**config.mk**
```make
export PLATFORM = sky130hd
export DESIGN_NAME = stack_ptr_unit
export DESIGN_NICKNAME = d
export VERILOG_FILES = /design/src/rtl/stack_ptr_pkg.sv /design/src/rtl/stack_ret_seq.sv /design/src/rtl/stack_irq_guard.sv /design/src/rtl/stack_io_regs.sv /design/src/rtl/stack_ptr_unit.sv
export SDC_FILE = /design/constraint.sdc
export NUM_CORES = 1
export LEC_CHECK = 0
export ABC_AREA = 1
export BUFFER_PORTS_ARGS = -buffer_cell sky130_fd_sc_hd__buf_4
export CAP_MARGIN = 20
export CELL_PAD_IN_SITES_DETAIL_PLACEMENT = 1
export CELL_PAD_IN_SITES_GLOBAL_PLACEMENT = 1
export CORE_MARGIN = 2
export CORE_UTILIZATION = 29
export CTS_BUF_LIST = sky130_fd_sc_hd__clkbuf_4 sky130_fd_sc_hd__clkbuf_8
export CTS_CLUSTER_SIZE = 30
export DETAILED_ROUTE_END_ITERATION = 10
export PLACE_DENSITY_LB_ADDON = 0.1
export SLEW_MARGIN = 20
export SYNTH_ARGS = -nofsm -noshare
export SYNTH_HDL_FRONTEND = slang
export SYNTH_SLANG_ARGS = --single-unit
```
**constraint.sdc**
```tcl
create_clock -name clk -period 1.9 [get_ports clk]
set_input_delay 0.38 -clock clk [delete_from_list [all_inputs] [get_ports clk]]
set_output_delay 0.38 -clock clk [all_outputs]
set_load 0.1 [all_outputs]
```
**src/rtl/stack_ptr_pkg.sv**
```systemverilog
package stack_ptr_pkg;

  // direction of a return-address sequence
  typedef enum logic {
    DIR_DOWN = 1'b0,
    DIR_UP   = 1'b1
  } seq_dir_e;

endpackage

```
**src/rtl/stack_ret_seq.sv**
```systemverilog
module stack_ret_seq
  import stack_ptr_pkg::*;
#(
  parameter int RET_BYTES = 2
) (
  input  logic     clk,
  input  logic     rst_n,
  input  logic     start_dn,
  input  logic     start_up,
  input  logic     hold,
  output logic     busy,
  output logic     step,
  output seq_dir_e dir
);

  localparam int CW = $clog2(RET_BYTES + 1);
  localparam logic [CW-1:0] LOAD = CW'(RET_BYTES);

  logic [CW-1:0] cnt_q, cnt_d;
  seq_dir_e      dir_q, dir_d;
  logic          seq_en;

  always_comb begin
    cnt_d = cnt_q;
    dir_d = dir_q;
    if (cnt_q == '0) begin
      if (start_dn) begin
        cnt_d = LOAD;
        dir_d = DIR_DOWN;
      end else if (start_up) begin
        cnt_d = LOAD;
        dir_d = DIR_UP;
      end
    end else if (!hold) begin
      cnt_d = cnt_q - CW'(1);
    end
  end

  assign seq_en = (cnt_d != cnt_q) || (dir_d != dir_q);

  always_ff @(posedge clk or negedge rst_n) begin
    if (!rst_n) begin
      cnt_q <= '0;
      dir_q <= DIR_DOWN;
    end else if (seq_en) begin
      cnt_q <= cnt_d;
      dir_q <= dir_d;
    end
  end

  assign busy = (cnt_q != '0);
  assign step = busy && !hold;
  assign dir  = dir_q;


  seq_bound_chk: assert property (@(posedge clk) disable iff (!rst_n)
    cnt_q <= LOAD);


  busy_ignores_start_chk: assert property (@(posedge clk) disable iff (!rst_n)
    (busy && !hold) |=> (cnt_q == $past(cnt_q) - CW'(1)));

endmodule

```
**src/rtl/stack_irq_guard.sv**
```systemverilog
module stack_irq_guard #(
  parameter int GUARD_INSNS = 4
) (
  input  logic clk,
  input  logic rst_n,
  input  logic lo_wr,
  input  logic any_wr,
  input  logic retire,
  output logic inhibit
);

  localparam int CW = $clog2(GUARD_INSNS + 1);
  localparam logic [CW-1:0] LOAD = CW'(GUARD_INSNS);

  logic [CW-1:0] win_q, win_d;
  logic          win_en;

  always_comb begin
    win_d = win_q;
    if (lo_wr) begin
      win_d = LOAD;
    end else if (any_wr) begin
      win_d = '0;
    end else if (retire && (win_q != '0)) begin
      win_d = win_q - CW'(1);
    end
  end

  assign win_en = (win_d != win_q);

  always_ff @(posedge clk or negedge rst_n) begin
    if (!rst_n) begin
      win_q <= '0;
    end else if (win_en) begin
      win_q <= win_d;
    end
  end

  assign inhibit = (win_q != '0);


  lo_opens_chk: assert property (@(posedge clk) disable iff (!rst_n)
    lo_wr |=> inhibit);


  other_wr_closes_chk: assert property (@(posedge clk) disable iff (!rst_n)
    (any_wr && !lo_wr) |=> !inhibit);


  retire_counts_chk: assert property (@(posedge clk) disable iff (!rst_n)
    (retire && !any_wr && inhibit) |=> (win_q == $past(win_q) - CW'(1)));

endmodule

```
**src/rtl/stack_io_regs.sv**
```systemverilog
module stack_io_regs #(
  parameter int               ADDR_W  = 16,
  parameter int               IO_AW   = 6,
  parameter logic [IO_AW-1:0] LO_ADDR = 6'h3D,
  parameter logic [IO_AW-1:0] HI_ADDR = 6'h3E
) (
  input  logic [IO_AW-1:0]  io_addr,
  input  logic              io_we,
  input  logic [7:0]        io_wdata,
  input  logic [ADDR_W-1:0] sp_q,
  output logic              lo_wr,
  output logic              hi_wr,
  output logic [ADDR_W-1:0] wr_val,
  output logic [7:0]        rdata
);

  logic [15:0] sp16;
  logic [15:0] wr16;

  assign sp16  = 16'(sp_q);
  assign lo_wr = io_we && (io_addr == LO_ADDR);
  assign hi_wr = io_we && (io_addr == HI_ADDR);

  always_comb begin
    wr16 = sp16;
    if (lo_wr) begin
      wr16 = {sp16[15:8], io_wdata};
    end else if (hi_wr) begin
      wr16 = {io_wdata, sp16[7:0]};
    end
  end

  assign wr_val = ADDR_W'(wr16);

  always_comb begin
    if (io_addr == LO_ADDR) begin
      rdata = sp16[7:0];
    end else if (io_addr == HI_ADDR) begin
      rdata = sp16[15:8];
    end else begin
      rdata = 8'h00;
    end
  end

endmodule

```
**src/rtl/stack_ptr_unit.sv**
```systemverilog
module stack_ptr_unit
  import stack_ptr_pkg::*;
#(
  parameter int                ADDR_W      = 16,
  parameter logic [ADDR_W-1:0] SRAM_TOP    = 16'h3FFF,
  parameter logic [ADDR_W-1:0] FLOOR_ADDR  = 16'h2000,
  parameter int                RET_BYTES   = 2,
  parameter int                GUARD_INSNS = 4,
  parameter int                IO_AW       = 6,
  parameter logic [IO_AW-1:0]  LO_ADDR     = 6'h3D,
  parameter logic [IO_AW-1:0]  HI_ADDR     = 6'h3E
) (
  input  logic              clk,
  input  logic              rst_n,
  input  logic [IO_AW-1:0]  io_addr,
  input  logic              io_we,
  input  logic [7:0]        io_wdata,
  output logic [7:0]        io_rdata,
  input  logic              push_stb,
  input  logic              pop_stb,
  input  logic              call_stb,
  input  logic              ret_stb,
  input  logic              retire_stb,
  output logic [ADDR_W-1:0] stk_addr,
  output logic              stk_we,
  output logic              stk_re,
  output logic              busy,
  output logic              irq_inhibit,
  output logic              sp_err
);

  logic [ADDR_W-1:0] sp_q, sp_d;
  logic              sp_en;
  logic              lo_wr, hi_wr, sw_wr;
  logic [ADDR_W-1:0] wr_val;
  logic              seq_busy, seq_step;
  seq_dir_e          seq_dir;
  logic              start_dn, start_up;
  logic              push_acc, pop_acc;
  logic              err_q, err_d;

  stack_io_regs #(
    .ADDR_W (ADDR_W),
    .IO_AW  (IO_AW),
    .LO_ADDR(LO_ADDR),
    .HI_ADDR(HI_ADDR)
  ) u_io (
    .io_addr (io_addr),
    .io_we   (io_we),
    .io_wdata(io_wdata),
    .sp_q    (sp_q),
    .lo_wr   (lo_wr),
    .hi_wr   (hi_wr),
    .wr_val  (wr_val),
    .rdata   (io_rdata)
  );

  assign sw_wr = lo_wr || hi_wr;

  // strobe acceptance: call > ret > push > pop, nothing while busy
  assign start_dn = call_stb && !seq_busy;
  assign start_up = ret_stb && !call_stb && !seq_busy;
  assign push_acc = push_stb && !call_stb && !ret_stb && !seq_busy && !sw_wr;
  assign pop_acc  = pop_stb && !push_stb && !call_stb && !ret_stb &&
                    !seq_busy && !sw_wr;

  stack_ret_seq #(
    .RET_BYTES(RET_BYTES)
  ) u_seq (
    .clk     (clk),
    .rst_n   (rst_n),
    .start_dn(start_dn),
    .start_up(start_up),
    .hold    (sw_wr),
    .busy    (seq_busy),
    .step    (seq_step),
    .dir     (seq_dir)
  );

  stack_irq_guard #(
    .GUARD_INSNS(GUARD_INSNS)
  ) u_guard (
    .clk    (clk),
    .rst_n  (rst_n),
    .lo_wr  (lo_wr),
    .any_wr (io_we),
    .retire (retire_stb),
    .inhibit(irq_inhibit)
  );

  assign stk_we   = push_acc || (seq_step && (seq_dir == DIR_DOWN));
  assign stk_re   = pop_acc || (seq_step && (seq_dir == DIR_UP));
  assign stk_addr = stk_re ? (sp_q + ADDR_W'(1)) : sp_q;
  assign busy     = seq_busy;

  always_comb begin
    sp_d = sp_q;
    if (sw_wr) begin
      sp_d = wr_val;
    end else if (stk_we) begin
      sp_d = sp_q - ADDR_W'(1);
    end else if (stk_re) begin
      sp_d = sp_q + ADDR_W'(1);
    end
  end

  assign sp_en = sw_wr || stk_we || stk_re;
  assign err_d = sw_wr && (wr_val <= FLOOR_ADDR);

  always_ff @(posedge clk or negedge rst_n) begin
    if (!rst_n) begin
      sp_q <= SRAM_TOP;
    end else if (sp_en) begin
      sp_q <= sp_d;
    end
  end

  always_ff @(posedge clk or negedge rst_n) begin
    if (!rst_n) begin
      err_q <= 1'b0;
    end else begin
      err_q <= err_d;
    end
  end

  assign sp_err = err_q;


  push_dec_chk: assert property (@(posedge clk) disable iff (!rst_n)
    (stk_we && !busy) |=> (sp_q == $past(sp_q) - ADDR_W'(1)));


  pop_inc_chk: assert property (@(posedge clk) disable iff (!rst_n)
    (stk_re && !busy) |=> (sp_q == $past(sp_q) + ADDR_W'(1)));


  sw_write_wins_chk: assert property (@(posedge clk) disable iff (!rst_n)
    sw_wr |=> (sp_q == $past(wr_val)));


  err_follows_write_chk: assert property (@(posedge clk) disable iff (!rst_n)
    sp_err |-> $past(sw_wr));


  no_dual_access_chk: assert property (@(posedge clk) disable iff (!rst_n)
    !(stk_we && stk_re));

endmodule

```
Word-level counts from Yosys, hierarchy flattened
Index checks and enable logic that the tools add are counted.
{ "op_classes": {"bitwise": 1, "eq_ne": 5, "n_mux": 17, "add_sub_neg": 4, "order_cmp": 1, "reduce_logical": 33} }
{ "op_table": {"columns": ["operator", "n"], "rows": [
  ["$mux W16", 5],
  ["$logic_and A1 B1 Y1", 19],
  ["$add A16 B1 Y16 const B", 1],
  ["$le A16 B14 Y1 const B", 1],
  ["$mux W8", 2],
  ["$sub A16 B1 Y16 const B", 1],
  ["$eq A6 B6 Y1 const B", 2],
  ["$mux W3", 3],
  ["$mux W2", 4],
  ["$logic_or A1 B1 Y1", 6],
  ["$logic_not A1 Y1", 5],
  ["$mux W1", 3],
  ["$ne A3 B3 Y1", 1],
  ["$reduce_bool A3 Y1", 1],
  ["$sub A3 B1 Y3 const B", 1],
  ["$logic_not A2 Y1", 1],
  ["$ne A2 B2 Y1", 1],
  ["$reduce_bool A2 Y1", 1],
  ["$sub A2 B1 Y2 const B", 1],
  ["$ne A1 B1 Y1", 1],
  ["$not A1 Y1", 1]
]} }
{ "totals": {"in_bits": 22, "wordCells": 66, "out_inout_bits": 29, "ff_bits": 23} }

Logic depth before layout (Yosys ltp)
{ "depth": {"word_depth": 10, "mapped_depth": 12, "mapped_depth_nobuf": 11} }

Cells and area by module
A second synthesis with hierarchy kept.
{ "unflattened": {"hier_cells": 475, "hier_area_um2": 2781.4} }
{ "by_module_without_submodules": {"columns": ["mod", "n_inst", "cells_each", "seq_area_each_um2", "area_per_inst_um2"], "rows": [
  ["stack_ptr_unit", 1, 333, 442.9, 1931.9],
  ["stack_io_regs", 1, 90, 0.0, 475.5],
  ["stack_irq_guard", 1, 30, 75.1, 209.0],
  ["stack_ret_seq", 1, 22, 75.1, 165.2]
]} }

Least setup slack after synthesis
No wires, ideal clock.
{ "synth_path": {"kind": "register to output", "from": "register u_seq.cnt_q[0]", "to": "output stk_addr[8]", "stages_incl_launch_ff": 9, "n_path_buf": 1, "arrival_time_ps": 3964, "slack_ps": -2444, "required_ps": 1520, "cell_sequence": "dfrtp_1 -> inv_1 -> ha_1 -> inv_1 -> nand2_1 -> o21ai_2 -> nor2b_4 -> buf_4 -> o21ai_0"} }
{ "synth_between": {"elab_chain_len": 6, "elab_cells_between_ends": 8, "classes_between": "1 x mux; 7 x reduce/logical"} }
{ "synth_rtl": {"columns": ["element", "line_no", "rtl"], "rows": [
  ["from (decl)", "stack_ret_seq.sv:19", "logic [CW-1:0] cnt_q, cnt_d;"],
  ["from (signal assigned)", "stack_ret_seq.sv:46", "cnt_q <= cnt_d;"],
  ["$reduce_bool A2 Y1 *", "stack_ret_seq.sv:51", "assign busy = (cnt_q != '0);"],
  ["named net busy", "stack_ptr_unit.sv:27", "output logic busy,"],
  ["$logic_not A1 Y1", "stack_ptr_unit.sv:65", "!seq_busy && !sw_wr;"],
  ["$logic_and A1 B1 Y1", "stack_ptr_unit.sv:64", "assign pop_acc = pop_stb && !push_stb && !call_stb && !ret_stb &&"],
  ["$logic_and A1 B1 Y1", "stack_ptr_unit.sv:65", null],
  ["$logic_or A1 B1 Y1 *", "stack_ptr_unit.sv:92", "assign stk_re = pop_acc || (seq_step && (seq_dir == DIR_UP));"],
  ["named net stk_re", "stack_ptr_unit.sv:26", "output logic stk_re,"],
  ["$mux W16 *", null, null],
  ["to (decl)", "stack_ptr_unit.sv:24", "output logic [ADDR_W-1:0] stk_addr,"]
]} }
Mark *: on every way through the listed nets, which the timed path passes. The rest lies on a longest branch.

Final worst setup path
{ "layout_path": {"from": "register u_seq.cnt_q[0]", "to": "output stk_addr[8]"} }
{ "layout_between": {"elab_chain_len": 6, "elab_cells_between_ends": 8, "classes_between": "1 x mux; 7 x reduce/logical"} }
{ "layout_rtl": {"columns": ["element", "line_no"], "rows": [
  ["$reduce_bool A2 Y1 *", "stack_ret_seq.sv:51"],
  ["$logic_not A1 Y1", "stack_ptr_unit.sv:65"],
  ["$logic_and A1 B1 Y1", "stack_ptr_unit.sv:64"],
  ["$logic_and A1 B1 Y1", "stack_ptr_unit.sv:65"],
  ["$logic_or A1 B1 Y1 *", "stack_ptr_unit.sv:92"],
  ["$mux W16 *", null]
]} }
Mark *: on every way between the ends. The rest lies on a longest branch, timed or not.

==> run summary <==
Status -> finished with violations
Violated checks -> hold timing, setup timing
Largest net degree at the start of global routing -> 24
Die width -> 97.2 microns
Core ar. -> 8300 sq um
IO Pins -> 51
Initial antenna violation count -> 0
Initial Util -> 30.3%
Top cell type by total area after synthesis -> nand2_1
Total grt overflow -> 0
FF-to-FF End -> sp_q[7]
CTS root buffer -> clkbuf_8
Clock-pin slew on the worst setup and hold paths -> 100 ps
Full die area -> 9440 sq um
Fin Clk Skew -> 3.90 ps
R2R Setup Slk -> -110 ps
Area growth syn-to-layout -> 97.4%
Netlist Area Pre-Place -> 2520 sq um
Worst Hold Class -> primary input to asynchronous set/reset pin
Worst Path Required -> 1520 ps
Die height -> 97.2 microns
Longest Clk Path Bufs -> 2
Seq/Total Area, Yosys -> 23.6%
Setup WS post-layout -> -488 ps
Post-synth top area share -> 20.0%
Proportion of layout cells with a drive suffix above 1 -> 52.7%
Port buffer count -> 50
Largest cells by area after synthesis -> nand2_1 (20%), dfstp_2 (15%), dfrtp_1 (8.9%)
DR vias -> 3,466
Worst-Margin Slew -> 358 ps
Final WL -> 13.0 mm
H-Tree Level Count -> 1
Minimum clock period -> 2390 ps
Final setup viols -> 34
HPWL Detailed -> 9.13 mm
Critical path's largest stage delay -> 410 ps
N_diodes -> 0
Normalized max-slew margin -> 76.1%
Clock Sinks -> 23
Synth Register Bits -> 23
Final RePlAce weighted congestion -> 0.916
Worst skew pair latency -> 280 ps
Antenna viol nets, final -> 0
Count of cell types in the netlist -> 38
Final nets -> 592
Worst setup path start -> u_seq.cnt_q[0]
Number of remaining DRC errors -> 0
Worst-path cell chain -> inv_2 -> ha_4 -> nand3_4 -> o21ai_2 -> nor2b_4 -> buf_12 -> nand2_1 -> o21ai_4 -> buf_12
Critical Path Sink Type -> output pin
Overall Global Routing Usage -> 26.3%
Syn Area/Cell -> 6.17 sq um
Max Freq -> 0.419 GHz
First-pass GRT wire length -> 19.7 mm
Vias per cell -> 5.18
Worst hold slack -> -11.2 ps
DRT iter0 DRCs -> 138
Setup Crit Path Kind -> register to output pin
Worst path slowest cell -> dfrtp_1
FP Rows -> 33
Count of final hold-check violations -> 8
Avg WL per Cell -> 19.5 microns
Worst R2R Start -> u_seq.cnt_q[0]
CP endpoint -> stk_addr[8]
Drt first pass iters -> 4
Synth warn -> 0
Post-Synthesis Cells -> 408
Max cap viols -> 0
Reg2Reg Depth -> 13
Num CTS Buffers -> 3
Most common cell on crit path -> buf_12
Post-Syn Nets -> 435
Crit Path Max Fanout -> 16
CTS tree -> yes
Worst EP arrival -> 2010 ps
Fin crit share -> 126%
RSZ-0062 raised after global routing -> yes
Pins Over Slew Limit -> 0
Vias in the first global route -> 3,746
Nature of the critical path startpoint -> register
[worst min-delay path by stage]
stage	startpoint	end	slack, ps
after floorplan	rst_n	sp_err	80
after global placement	rst_n	u_guard.win_q[0]	320
after detailed placement	rst_n	u_guard.win_q[0]	320
after CTS	rst_n	u_guard.win_q[0]	10
after global routing	rst_n	u_guard.win_q[0]	20
final	rst_n	u_guard.win_q[0]	-10
[per-stage QoR]
stage	util, %	TNS [ps]	cell area, sq um	instances	worst slack [ps]
after global routing	59.9	-11100	4970	669	-553
after floorplan	-	-13040	2930	408	-762
after global placement	47.7	-3330	3960	629	-224
final	59.9	-8830	4970	669	-488
after CTS	56.9	-7700	4720	655	-447
after detailed placement	47.7	-4250	3960	629	-284
[worst max-delay path: cells and delay by family (launching register included)]
family          cells  cell delay [ps]
simple gates        3              410
buf+inv             3              460
fa+ha+maj           1              180
compound gates      2              240
flops               1              410
[area by class of cell]
class                      count  area (sq um)
clock buffer                   4          48.8
fill                        1012          3330
inverter                      44           191
multi-input combinational    327          2300
sequential                    23           593
tap                          105           131
timing repair buffer         166          1710
[registers in the layout, summed over array words and instances (netlist names)]
signal,count
u_seq.cnt_q,2
sp_q,16
u_seq.dir,1
sp_err,1
u_guard.win_q,3
[cells in the mapped netlist, drive strengths merged]
cell    number
nor2        42
o211ai       5
and3         1
or2          7
nor2b        1
nand2      139
a211oi       1
inv         41
o21ai       27
clkbuf       2
a21oi       13
a41oi        1
o22ai        8
buf         12
dfstp       14
ha           5
nor3         4
xor2        19
dfrtp        9
a31oi        2
clkinv       3
nand4       13
nand3       39
[placed cells by master, fill, tap and decap left out, types with 2 or more instances in the layout]
| cell | Yosys | routed |
|---|---|---|
| a21oi_1 | 11 | 11 |
| a21oi_2 | 2 | 2 |
| buf_12 | 0 | 29 |
| buf_4 | 2 | 113 |
| buf_6 | 2 | 22 |
| buf_8 | 0 | 2 |
| clkbuf_8 | 0 | 3 |
| clkinvlp_4 | 0 | 2 |
| dfrtp_1 | 9 | 9 |
| dfstp_2 | 14 | 14 |
| ha_1 | 5 | 2 |
| ha_4 | 0 | 3 |
| inv_1 | 38 | 27 |
| inv_2 | 2 | 8 |
| inv_4 | 1 | 5 |
| nand2_1 | 134 | 94 |
| nand2_2 | 4 | 18 |
| nand2_4 | 1 | 19 |
| nand2_8 | 0 | 8 |
| nand3_1 | 35 | 32 |
| nand3_2 | 3 | 4 |
| nand3_4 | 1 | 3 |
| nand4_1 | 13 | 13 |
| nor2_1 | 38 | 29 |
| nor2_2 | 3 | 9 |
| nor2_4 | 1 | 4 |
| nor3_1 | 4 | 2 |
| o211ai_1 | 5 | 5 |
| o21ai_0 | 17 | 12 |
| o21ai_1 | 5 | 8 |
| o21ai_4 | 0 | 6 |
| o22ai_4 | 0 | 8 |
| or2_2 | 5 | 5 |
| xor2_1 | 19 | 17 |
[cell families (layout without fill, tap and decap cells)]
group,Yosys count,in the layout,share of synthesized area (%)
xor gates and xnor gates,19,19,6.61
buffers and inverters,58,214,10.0
and+or+nand+nor,246,246,43.7
adders and majority gates,5,5,2.49
DFF,23,23,23.6
AOI/OAI and AO/OA,57,57,13.6
[routing by layer]
metal / part of all wire (%) / GRT usage [%] / vias to the layer above / wire length, microns
li1: - / - / 1643 / -
met1: 41 / 32.5 / 1699 / 5290
met2: 51 / 48.0 / 94 / 6690
met3: 4.5 / 1.87 / 30 / 585
met4: 3.4 / 9.21 / 0 / 449
met5: 0 / 0 / - / 0
[timing repair]
item                                    4_1_cts  5_1_grt
endpoints found under the hold margin         0        0
endpoints found under the setup margin       29       41
pin swaps                                    11       16
gates resized for setup                     138       47
hold buffers                                  0        0
setup buffers                                24       23
Power is not shown: default switching activity piles up to over one toggle a cycle in this logic, so the estimate is an artifact.
